File: src/rtl/q31pk_pkg.sv
// Package: shared widths for the Q31 pair packer.
// Assumes a 32-bit Q31 input, a 16-bit Q15 output and two lanes.
package q31pk_pkg;
    localparam int IN_W     = 32;
    localparam int OUT_W    = 16;
    localparam int NLANE    = 2;
    localparam int CTRL_W   = 32;
    localparam int FLAG_POS = 22;
endpackage

File: src/rtl/q31pk_lane.sv
// Module: one lane. Rounds a signed IN_W value to OUT_W bits by adding half
// of the dropped LSB weight and then truncating. A carry out of the positive
// range saturates to the largest positive value and raises ovf.
// Assumes IN_W > OUT_W >= 2. Purely combinational.
module q31pk_lane #(
    parameter int IN_W  = q31pk_pkg::IN_W,
    parameter int OUT_W = q31pk_pkg::OUT_W
) (
    input  logic [IN_W-1:0]  x,
    output logic [OUT_W-1:0] q,
    output logic             ovf
);
    localparam int SHIFT = IN_W - OUT_W;
    localparam logic [IN_W:0] HALF_V =
        {{(IN_W-SHIFT+1){1'b0}}, 1'b1, {(SHIFT-1){1'b0}}};
    localparam logic [OUT_W-1:0] MAXQ = {1'b0, {(OUT_W-1){1'b1}}};

    logic [IN_W:0] ext;
    logic [IN_W:0] rounded;

    // Widen by one sign bit and add the rounding constant.
    always_comb begin
        ext     = {x[IN_W-1], x};
        rounded = ext + HALF_V;
    end

    // A sign mismatch in the widened sum means the result left the positive range.
    always_comb begin
        ovf = rounded[IN_W] ^ rounded[IN_W-1];
        q   = ovf ? MAXQ : rounded[IN_W-1:SHIFT];
    end
endmodule

File: src/rtl/q31pk_result_reg.sv
// Module: holding register for the packed result word.
// Loads on an edge with load=1 and holds otherwise. Synchronous active-low reset to zero.
module q31pk_result_reg #(
    parameter int W = q31pk_pkg::NLANE * q31pk_pkg::OUT_W
) (
    input  logic         clk,
    input  logic         rst_n,
    input  logic         load,
    input  logic [W-1:0] d,
    output logic [W-1:0] q
);
    // Capture the packed lanes on issue.
    always_ff @(posedge clk) begin
        if (!rst_n)    q <= '0;
        else if (load) q <= d;
    end


    hold_chk: assert property (@(posedge clk) disable iff (!rst_n)
        !load |=> $stable(q));
endmodule

File: src/rtl/q31pk_ctrl.sv
// Module: control register that holds only the sticky overflow flag.
// A write loads the flag from wdata[FLAG_POS], and an overflow on an issue
// ORs into it. All other read bits are zero. The read path is combinational.
module q31pk_ctrl #(
    parameter int CTRL_W   = q31pk_pkg::CTRL_W,
    parameter int FLAG_POS = q31pk_pkg::FLAG_POS
) (
    input  logic              clk,
    input  logic              rst_n,
    input  logic              we,
    input  logic [CTRL_W-1:0] wdata,
    input  logic              ovf_set,
    output logic [CTRL_W-1:0] rdata
);
    logic flag;

    // The flag takes the write value, then any overflow from this issue is ORed in.
    always_ff @(posedge clk) begin
        if (!rst_n) flag <= 1'b0;
        else        flag <= (we ? wdata[FLAG_POS] : flag) | ovf_set;
    end

    // Place the flag at its bit and read every other bit as zero.
    always_comb begin
        rdata           = '0;
        rdata[FLAG_POS] = flag;
    end


    sticky_chk: assert property (@(posedge clk) disable iff (!rst_n)
        (rdata[FLAG_POS] && !we) |=> rdata[FLAG_POS]);


    ovf_wins_chk: assert property (@(posedge clk) disable iff (!rst_n)
        ovf_set |=> rdata[FLAG_POS]);
endmodule

File: src/rtl/q31_pair_packer.sv
// Module: top level. Two rounding lanes feed a result register, and their
// overflow outputs feed the sticky flag in the control register.
// Assumes a single clock and a synchronous active-low reset. opnd_a lands in the upper half.
module q31_pair_packer #(
    parameter int IN_W     = q31pk_pkg::IN_W,
    parameter int OUT_W    = q31pk_pkg::OUT_W,
    parameter int CTRL_W   = q31pk_pkg::CTRL_W,
    parameter int FLAG_POS = q31pk_pkg::FLAG_POS
) (
    input  logic                clk,
    input  logic                rst_n,
    input  logic                issue,
    input  logic [IN_W-1:0]     opnd_a,
    input  logic [IN_W-1:0]     opnd_b,
    output logic [2*OUT_W-1:0]  result,
    input  logic                ctl_we,
    input  logic [CTRL_W-1:0]   ctl_wdata,
    output logic [CTRL_W-1:0]   ctl_rdata
);
    localparam int NLANE = 2;
    localparam int SHIFT = IN_W - OUT_W;
    localparam logic [IN_W-1:0] SAT_LIM =
        {1'b0, {(OUT_W-1){1'b1}}, 1'b0, {(SHIFT-1){1'b1}}};
    localparam logic [OUT_W-1:0] MAXQ = {1'b0, {(OUT_W-1){1'b1}}};

    logic [IN_W-1:0]        opnd [NLANE];
    logic [NLANE*OUT_W-1:0] packed_q;
    logic [NLANE-1:0]       lane_ovf;
    logic                   ovf_set;

    // Lane 1 takes opnd_a (upper half) and lane 0 takes opnd_b (lower half).
    always_comb begin
        opnd[1] = opnd_a;
        opnd[0] = opnd_b;
    end

    for (genvar i = 0; i < NLANE; i++) begin : g_lane
        q31pk_lane #(.IN_W(IN_W), .OUT_W(OUT_W)) u_lane (
            .x   (opnd[i]),
            .q   (packed_q[i*OUT_W +: OUT_W]),
            .ovf (lane_ovf[i])
        );
    end

    // An overflow counts only on an issue edge.
    always_comb ovf_set = issue & (|lane_ovf);

    q31pk_result_reg #(.W(NLANE*OUT_W)) u_res (
        .clk   (clk),
        .rst_n (rst_n),
        .load  (issue),
        .d     (packed_q),
        .q     (result)
    );

    q31pk_ctrl #(.CTRL_W(CTRL_W), .FLAG_POS(FLAG_POS)) u_ctrl (
        .clk     (clk),
        .rst_n   (rst_n),
        .we      (ctl_we),
        .wdata   (ctl_wdata),
        .ovf_set (ovf_set),
        .rdata   (ctl_rdata)
    );


    sat_hi_chk: assert property (@(posedge clk) disable iff (!rst_n)
        (issue && ($signed(opnd_a) > $signed(SAT_LIM))) |=>
        (result[2*OUT_W-1:OUT_W] == MAXQ && ctl_rdata[FLAG_POS]));


    neg_nosat_chk: assert property (@(posedge clk) disable iff (!rst_n)
        (issue && opnd_a[IN_W-1] && opnd_b[IN_W-1] && !ctl_we && !ctl_rdata[FLAG_POS])
        |=> !ctl_rdata[FLAG_POS]);
endmodule

File: config.mk
export PLATFORM = sky130hd
export DESIGN_NAME = q31_pair_packer
export DESIGN_NICKNAME = d
export VERILOG_FILES = /design/src/rtl/q31pk_pkg.sv /design/src/rtl/q31pk_lane.sv /design/src/rtl/q31pk_result_reg.sv /design/src/rtl/q31pk_ctrl.sv /design/src/rtl/q31_pair_packer.sv
export SDC_FILE = /design/constraint.sdc
export NUM_CORES = 1
export LEC_CHECK = 0
export BUFFER_PORTS_ARGS = -buffer_cell sky130_fd_sc_hd__buf_2
export CELL_PAD_IN_SITES_DETAIL_PLACEMENT = 0
export CELL_PAD_IN_SITES_GLOBAL_PLACEMENT = 1
export CORE_ASPECT_RATIO = 1.75
export CORE_MARGIN = 2
export CORE_UTILIZATION = 27
export DETAILED_ROUTE_END_ITERATION = 6
export PLACE_DENSITY = 0.95
export SKIP_LAST_GASP = 1
export SLEW_MARGIN = 10
export SYNTH_ARGS = -nofsm -noshare
export SYNTH_HDL_FRONTEND = slang
export SYNTH_SLANG_ARGS = --single-unit
File: constraint.sdc
create_clock -name clk -period 7.5 [get_ports clk]
set_input_delay 0.75 -clock clk [delete_from_list [all_inputs] [get_ports clk]]
set_output_delay 0.75 -clock clk [all_outputs]
set_load 0.02 [all_outputs]
==> reports/results.ini, run 1 <==
[pwr]
totalPowerFinal_uw = 501
p_leak_nw = 1.06
peakVddDrop_mv = 0.0837
power_density_mw_per_mm2 = 209

[global_route]
grt.met3_usage_pct = 2.79
grt_max_degree = 36
grtUsageTotal_pct = 12.5
grt.overflow.total = 0
grt_use_met2_pct = 23.9
antenna_found_initial = 0
grt_pass1_wl_um = 7600
grt_use_met1_pct = 13.1
grt_pass1_vias = 1658
grt.busiest_layer = met2

[setup_path]
endpoint_kind = flip-flop
regToRegSetupSlack_ns = 6.81
rr_endpoint = u_res.q[11]$_SDFFE_PN0P_
crit_start = opnd_b[15]
worstReg2RegStart = u_res.q[11]$_SDFFE_PN0P_
reg2regPathDepth = 2
critical_path_required_ns = 7.62
critPathCapture = u_res.q[0]$_SDFFE_PN0P_
worstSetupPathType = in -> reg
worstPathMaxFanout = 15
cp-start-kind = input port
critPathArrivalTime_ns = 3.32

[final_layout]
diodes = 0
syn_to_final_growth_pct = 22.7
nFillCells = 773
drive_above_1_share_pct = 26.5
multi_input_area_mm2 = 0.00111
regArea_um2 = 661
instances_no_fill = 392
nets = 410

[die]
io_pins = 164
core_mm2 = 0.00713
std_cell_rows = 41
die_w_um = 68.3
initial_core_util_pct = 27.4
fp.dieH_um = 117
fp.dieArea_mm2 = 0.00796

[timing]
tns_ns = 0
rsz0062_at_grt = false
slew_headroom_pct = 29.0
hold_violations = 0
fmax_mhz = 312
worst_pin_slew_ns = 1.06
period_share_pct = 42.7
skew_ns = 0
timing.hold.ws_ns = 0.514
period_needed_ns = 3.20
slew_viol_final = 0
setup_viol = 0

[clock_network]
cts_made_buffers = 5
cts_resized = 0
cts_setup_buffers = 0
clk_latency_ns = 0.27
hold_buffers = 0
cts.sinks = 33
ctsLongestPathBuffers = 2
cts_root_buffer = clkbuf_16
cts_max_level = 2
path_clk_slew_ns = 0.05
cts_tree = done

[flow_run]
drv_cap = 0

[synth]
synth_edf_count = 0
yosys_warnings = 0
netlist_instances = 239
synthFlopType = dfxtp_1
ys_ff_latch = 33
syn_area_mm2 = 0.00195
ys_async_sr_fraction_pct = 0
synth_top_area_cell = dfxtp_1
synth_top_area_share_pct = 33.8
synth.top_cells.by_area = dfxtp_1, buf_4, o21ai_0
avgSynthCellArea_um2 = 8.18
synth_common_cells = dfxtp_1, o21ai_0, buf_4
ys_seq_area_share_pct = 33.8
synth_cell_type_count = 33

[detailed_routing]
drc = 0
vias = 1846
vias_per_cell = 4.71
wirelength_um = 4970
dr.pass1.iters = 4
wl_per_cell_um = 12.7
drt_iter0_drc = 51
drtAntennaViolNets = 0

[placed_design]
dp.cells = 385
globalplace.congestion = 0.794
place.port_buffers = 71
dp_hpwl_um = 3700

[worst_hold_path]
hp-class = reg -> reg

[run_status]
status = complete, no violations

[layer usage]
metal | wire (um) | vias to the layer above
li1 | - | 913
met1 | 1940 | 835
met2 | 2580 | 94
met3 | 401 | 4
met4 | 50 | 0
met5 | 0 | -
[cell families (layout without fill, tap and decap cells)]
| family | after synthesis | after routing | share of synthesized area [%] |
|---|---|---|---|
| AO/OA/AOI/OAI | 69 | 69 | 18.8 |
| AND/OR/NAND/NOR | 57 | 57 | 16.5 |
| buffers and inverters | 46 | 83 | 15.0 |
| flip-flops | 33 | 33 | 33.8 |
| XOR/XNOR | 26 | 26 | 11.7 |
| adder cells (fa/ha/maj) | 4 | 4 | 2.56 |
| multiplexers | 3 | 3 | 1.54 |
| other | 1 | 31 | 0.192 |
[worst min-delay path by stage]
| stage | start | to | slack, ns | cells after the start |
|---|---|---|---|---|
| 3_5_place_dp | u_res.q[24]$_SDFFE_PN0P_ | u_res.q[24]$_SDFFE_PN0P_ | 0.51 | 2 |
| 2_1_floorplan | u_ctrl.flag$_SDFF_PN0_ | u_ctrl.flag$_SDFF_PN0_ | 0.52 | 2 |
| 6_report | u_res.q[31]$_SDFFE_PN0P_ | u_res.q[31]$_SDFFE_PN0P_ | 0.51 | 2 |
| 4_1_cts | u_res.q[31]$_SDFFE_PN0P_ | u_res.q[31]$_SDFFE_PN0P_ | 0.52 | 2 |
| 5_1_grt | u_res.q[28]$_SDFFE_PN0P_ | u_res.q[28]$_SDFFE_PN0P_ | 0.56 | 2 |
| 3_3_place_gp | u_res.q[31]$_SDFFE_PN0P_ | u_res.q[31]$_SDFFE_PN0P_ | 0.49 | 2 |
[flip-flops by register name, indices dropped and copies added (netlist names)]
name and flops:
u_ctrl.flag 1, u_res.q 32
[through the flow]
step	worst slack (ns)	util [%]	area, um2
2_1_floorplan	4.63	-	2070
3_3_place_gp	4.02	31.6	2260
3_5_place_dp	4.00	31.6	2260
4_1_cts	4.28	33.6	2400
5_1_grt	4.06	33.6	2400
6_report	4.30	33.6	2400
[power by group]
part	switching, mW	internal, mW
clock	0.0699	0.130
combinational	0.0714	0.0332
sequential	0.00605	0.190
[cell type report]
class                      count  share of cell area, %
clock buffer                   7                   5.95
inverter                       5                  0.782
timing repair buffer          71                   14.8
tap                           86                   4.49
multi-input combinational    190                   46.4
sequential                    33                   27.5
[layout by cell type, fill, tap and decap left out, types with 4 or more instances in the layout]
master	count
inv_1	5
a21oi_1	28
nor2_1	7
dfxtp_1	33
nor3_1	7
conb_1	31
nand2_1	11
nand3_1	8
nand4_1	7
o21ai_0	33
xor2_1	8
clkbuf_16	5
buf_2	71
ha_1	4
xnor2_1	18
nor2b_1	4
[critical path, cell delays in order]
cell and delay, ns:
buf_2 0.10, ha_1 0.19, nand3_1 0.15, or4_4 0.57, nor2_1 0.16, xor2_1 0.16, ha_1 0.26, nor2b_1 0.80
a21oi_1 0.17
Note: power is estimated with default switching activity, not from simulation.
==> run 2, diff against run 1 <==
--- a/config.mk
+++ b/config.mk
@@ -5,14 +5,15 @@
 export SDC_FILE = /design/constraint.sdc
 export NUM_CORES = 1
 export LEC_CHECK = 0
+export ABC_AREA = 1
 export BUFFER_PORTS_ARGS = -buffer_cell sky130_fd_sc_hd__buf_2
 export CELL_PAD_IN_SITES_DETAIL_PLACEMENT = 0
 export CELL_PAD_IN_SITES_GLOBAL_PLACEMENT = 1
 export CORE_ASPECT_RATIO = 1.75
 export CORE_MARGIN = 2
-export CORE_UTILIZATION = 27
+export CORE_UTILIZATION = 26
 export DETAILED_ROUTE_END_ITERATION = 6
-export PLACE_DENSITY = 0.95
+export PLACE_DENSITY = 0.9
 export SKIP_LAST_GASP = 1
 export SLEW_MARGIN = 10
 export SYNTH_ARGS = -nofsm -noshare
==> constraint.sdc (replaced) <==
create_clock -name clk -period 3.14 [get_ports clk]
set_input_delay 0.314 -clock clk [delete_from_list [all_inputs] [get_ports clk]]
set_output_delay 0.314 -clock clk [all_outputs]
set_load 0.02 [all_outputs]
==> run 2 against run 1 <==
  * Worst hold slack worse by 0.20 ns
  * Register-to-register slack worse by 4.3 ns
  * Clock skew stayed put
  * Sequential power is 140% higher
  * Setup slack worse by 3.3 ns
  * Power grew to 2.5 times the previous value
  * Sequential share of layout area is 4.4 points lower
  * Synthesized area is 22% higher
  * Clock power is 140% higher
  * Die area is 25% higher
  * Highest routed layer unchanged
==> reports/results.ini, run 2 <==
[run_status]
status = complete, no violations

[global_route]
antenna_found_initial = 0  ; unchanged
grt_max_degree = 34  ; -5.6%
grt.overflow.total = 0  ; unchanged
grtUsageTotal_pct = 13.5  ; +1.0 points
grt_pass1_wl_um = 10700  ; +40%
grt_pass1_vias = 2271  ; +37%

[detailed_routing]
drt_iter0_drc = 76  ; +49%
drc = 0  ; unchanged
wirelength_um = 6720  ; +35%
vias = 2486  ; +35%
wl_per_cell_um = 11.7  ; -8.0%
dr.pass1.iters = 4  ; unchanged
drtAntennaViolNets = 0  ; unchanged
vias_per_cell = 4.32  ; -8.3%

[placed_design]
place_ws_ns = 0.664  ; -3.33 ns
globalplace.congestion = 0.924  ; +16%
place.port_buffers = 71  ; unchanged
dp_hpwl_um = 5360  ; +45%
dp.cells = 569  ; +48%

[clock_network]
cts_resized = 0  ; unchanged
cts_made_buffers = 5  ; unchanged
cts_setup_buffers = 0  ; unchanged
hold_buffers = 0  ; unchanged
ctsLongestPathBuffers = 2  ; unchanged
cts_root_buffer = clkbuf_16
clk_latency_ns = 0.27  ; about the same
cts.sinks = 33  ; unchanged
cts_max_level = 2  ; unchanged
path_clk_slew_ns = 0.05  ; about the same
cts_tree = done

[timing]
setup_viol = 0  ; unchanged
hold_violations = 0  ; unchanged
skew_ns = 0  ; unchanged
rsz0062_at_grt = false
period_needed_ns = 2.19
period_share_pct = 69.7
fmax_mhz = 457
slew_viol_final = 0  ; unchanged
setup_ws_ns = 0.950  ; -3.35 ns
tns_ns = 0  ; unchanged
timing.hold.ws_ns = 0.318  ; -0.195 ns

[pwr]
peakVddDrop_mv = 0.177  ; +110%
p_leak_nw = 1.58  ; +50%
power_density_mw_per_mm2 = 440  ; +110%

[die]
fp.dieH_um = 131  ; +12%
initial_core_util_pct = 26.5  ; -0.89 points
fp.dieArea_mm2 = 0.00997  ; +25%
std_cell_rows = 46  ; +12%
die_w_um = 76.3  ; +12%
core_mm2 = 0.00898  ; +26%
io_pins = 164  ; unchanged

[setup_path]
critical_path_required_ns = 3.30  ; -4.32 ns
crit_start = opnd_b[15]
endpoint_kind = flip-flop
path_cells = buf_2 > ha_1 > nand2_1 > nor2_1 > nand2_1 > nor2_1 > nand3_1 > xor2_1 > ha_1 > nor2_4 > nand3_1 > o211ai_1 > inv_1
cp-start-kind = input port
critPathArrivalTime_ns = 2.35  ; -0.97 ns
worstSetupPathType = in -> reg
worstReg2RegStart = u_res.q[22]$_SDFFE_PN0P_
regToRegSetupSlack_ns = 2.47  ; -4.34 ns
cpPeakStageDelay_ns = 0.34  ; -0.46 ns
worstPathMaxFanout = 14  ; -1
crit_slowest_cell = ha_1

[synth]
synth_top_area_share_pct = 27.7  ; -6.1 points
ys_ff_latch = 33  ; unchanged
ys_seq_area_share_pct = 27.7  ; -6.1 points
synth_edf_count = 0  ; unchanged
synth_top_area_cell = dfxtp_1
synthFlopType = dfxtp_1
yosysMostFrequentCell = nand2_1
netlist_instances = 387  ; +62%
synth_cell_type_count = 27  ; -18%
syn_area_mm2 = 0.00238  ; +22%
synth_common_cells = nand2_1, nor2_1, inv_1
synth.top_cells.by_area = dfxtp_1, nand2_1, nor2_1
ys_async_sr_fraction_pct = 0  ; unchanged
yosys_warnings = 0  ; unchanged
avgSynthCellArea_um2 = 6.15  ; -25%

[final_layout]
multi_input_area_mm2 = 0.00130  ; +17%
instances_no_fill = 576  ; +47%
diodes = 0  ; unchanged
drive_above_1_share_pct = 20.4  ; -6.1 points
regArea_um2 = 661  ; unchanged
nFillCells = 1040  ; +35%
syn_to_final_growth_pct = 19.7
nets = 560  ; +37%
largest_register_ffs = 32  ; unchanged
fin_util_pct = 31.7  ; -1.9 points
reg_top3 = u_res.q: 32 flops, u_ctrl.flag: 1 flops
final_common_cell = nand2_1
layout_common_cells = nand2_1, nor2_1, buf_2, inv_1, dfxtp_1
top_register = u_res.q

[worst_hold_path]
hold_start = ctl_wdata[22]
hp-class = in -> reg

[flow_run]
drv_cap = 0  ; unchanged

-- run 2: worst paths after layout --
| path | to | depth (start not counted) |
|---|---|---|
| max | u_res.q[4]$_SDFFE_PN0P_ | 13 |
| min | u_ctrl.flag$_SDFF_PN0_ | 3 |
| max reg2reg | u_res.q[22]$_SDFFE_PN0P_ | 4 |
| min reg2reg | u_res.q[2]$_SDFFE_PN0P_ | 2 |
-- run 2: area by class of cell --
cell class,count,share of cell area [%]
Sequential cell,33,23.2
Clock buffer,7,5.01
Multi-Input combinational cell,282,45.6
Tap cell,120,5.27
Inverter,62,8.17
Timing Repair Buffer,72,12.7
-- run 2: logic make-up after synthesis --
family                   synth area share, %
AO/OA/AOI/OAI                           8.88
XOR/XNOR                                1.10
adder cells (fa/ha/maj)                 2.10
buffers and inverters                   22.4
flip-flops                              27.7
other                                  0.157
AND/OR/NAND/NOR                         37.6
-- run 2: critical path: cells and delay by family --
family | cells | cell delay (ns)
compound gates | 1 | 0.11
fa+ha+maj | 2 | 0.54
xor+xnor | 1 | 0.16
simple gates | 7 | 1.06
buf+inv | 2 | 0.16
-- run 2: stage by stage --
stage | power [mW] | instance area (um2)
floorplan | 0.708 | 2490
global placement | 0.776 | 2710
detailed placement | 0.780 | 2710
CTS | 1.27 | 2850
global route | 1.33 | 2850
finish | 1.25 | 2850
-- run 2: power breakdown --
part	leakage (nW)	internal (mW)	switching, mW
Combinational	1.24	0.0904	0.206
Clock	0.0700	0.311	0.175
Sequential	0.276	0.454	0.0166
-- run 2: metal layers --
metal	vias to the layer above	share of wire [%]	GRT usage [%]	wire (um)
li1	1272	-	-	-
met1	1097	36	12.8	2450
met2	104	54	27.2	3630
met3	13	6.5	3.30	436
met4	0	3.0	5.99	199
met5	-	0	0	0
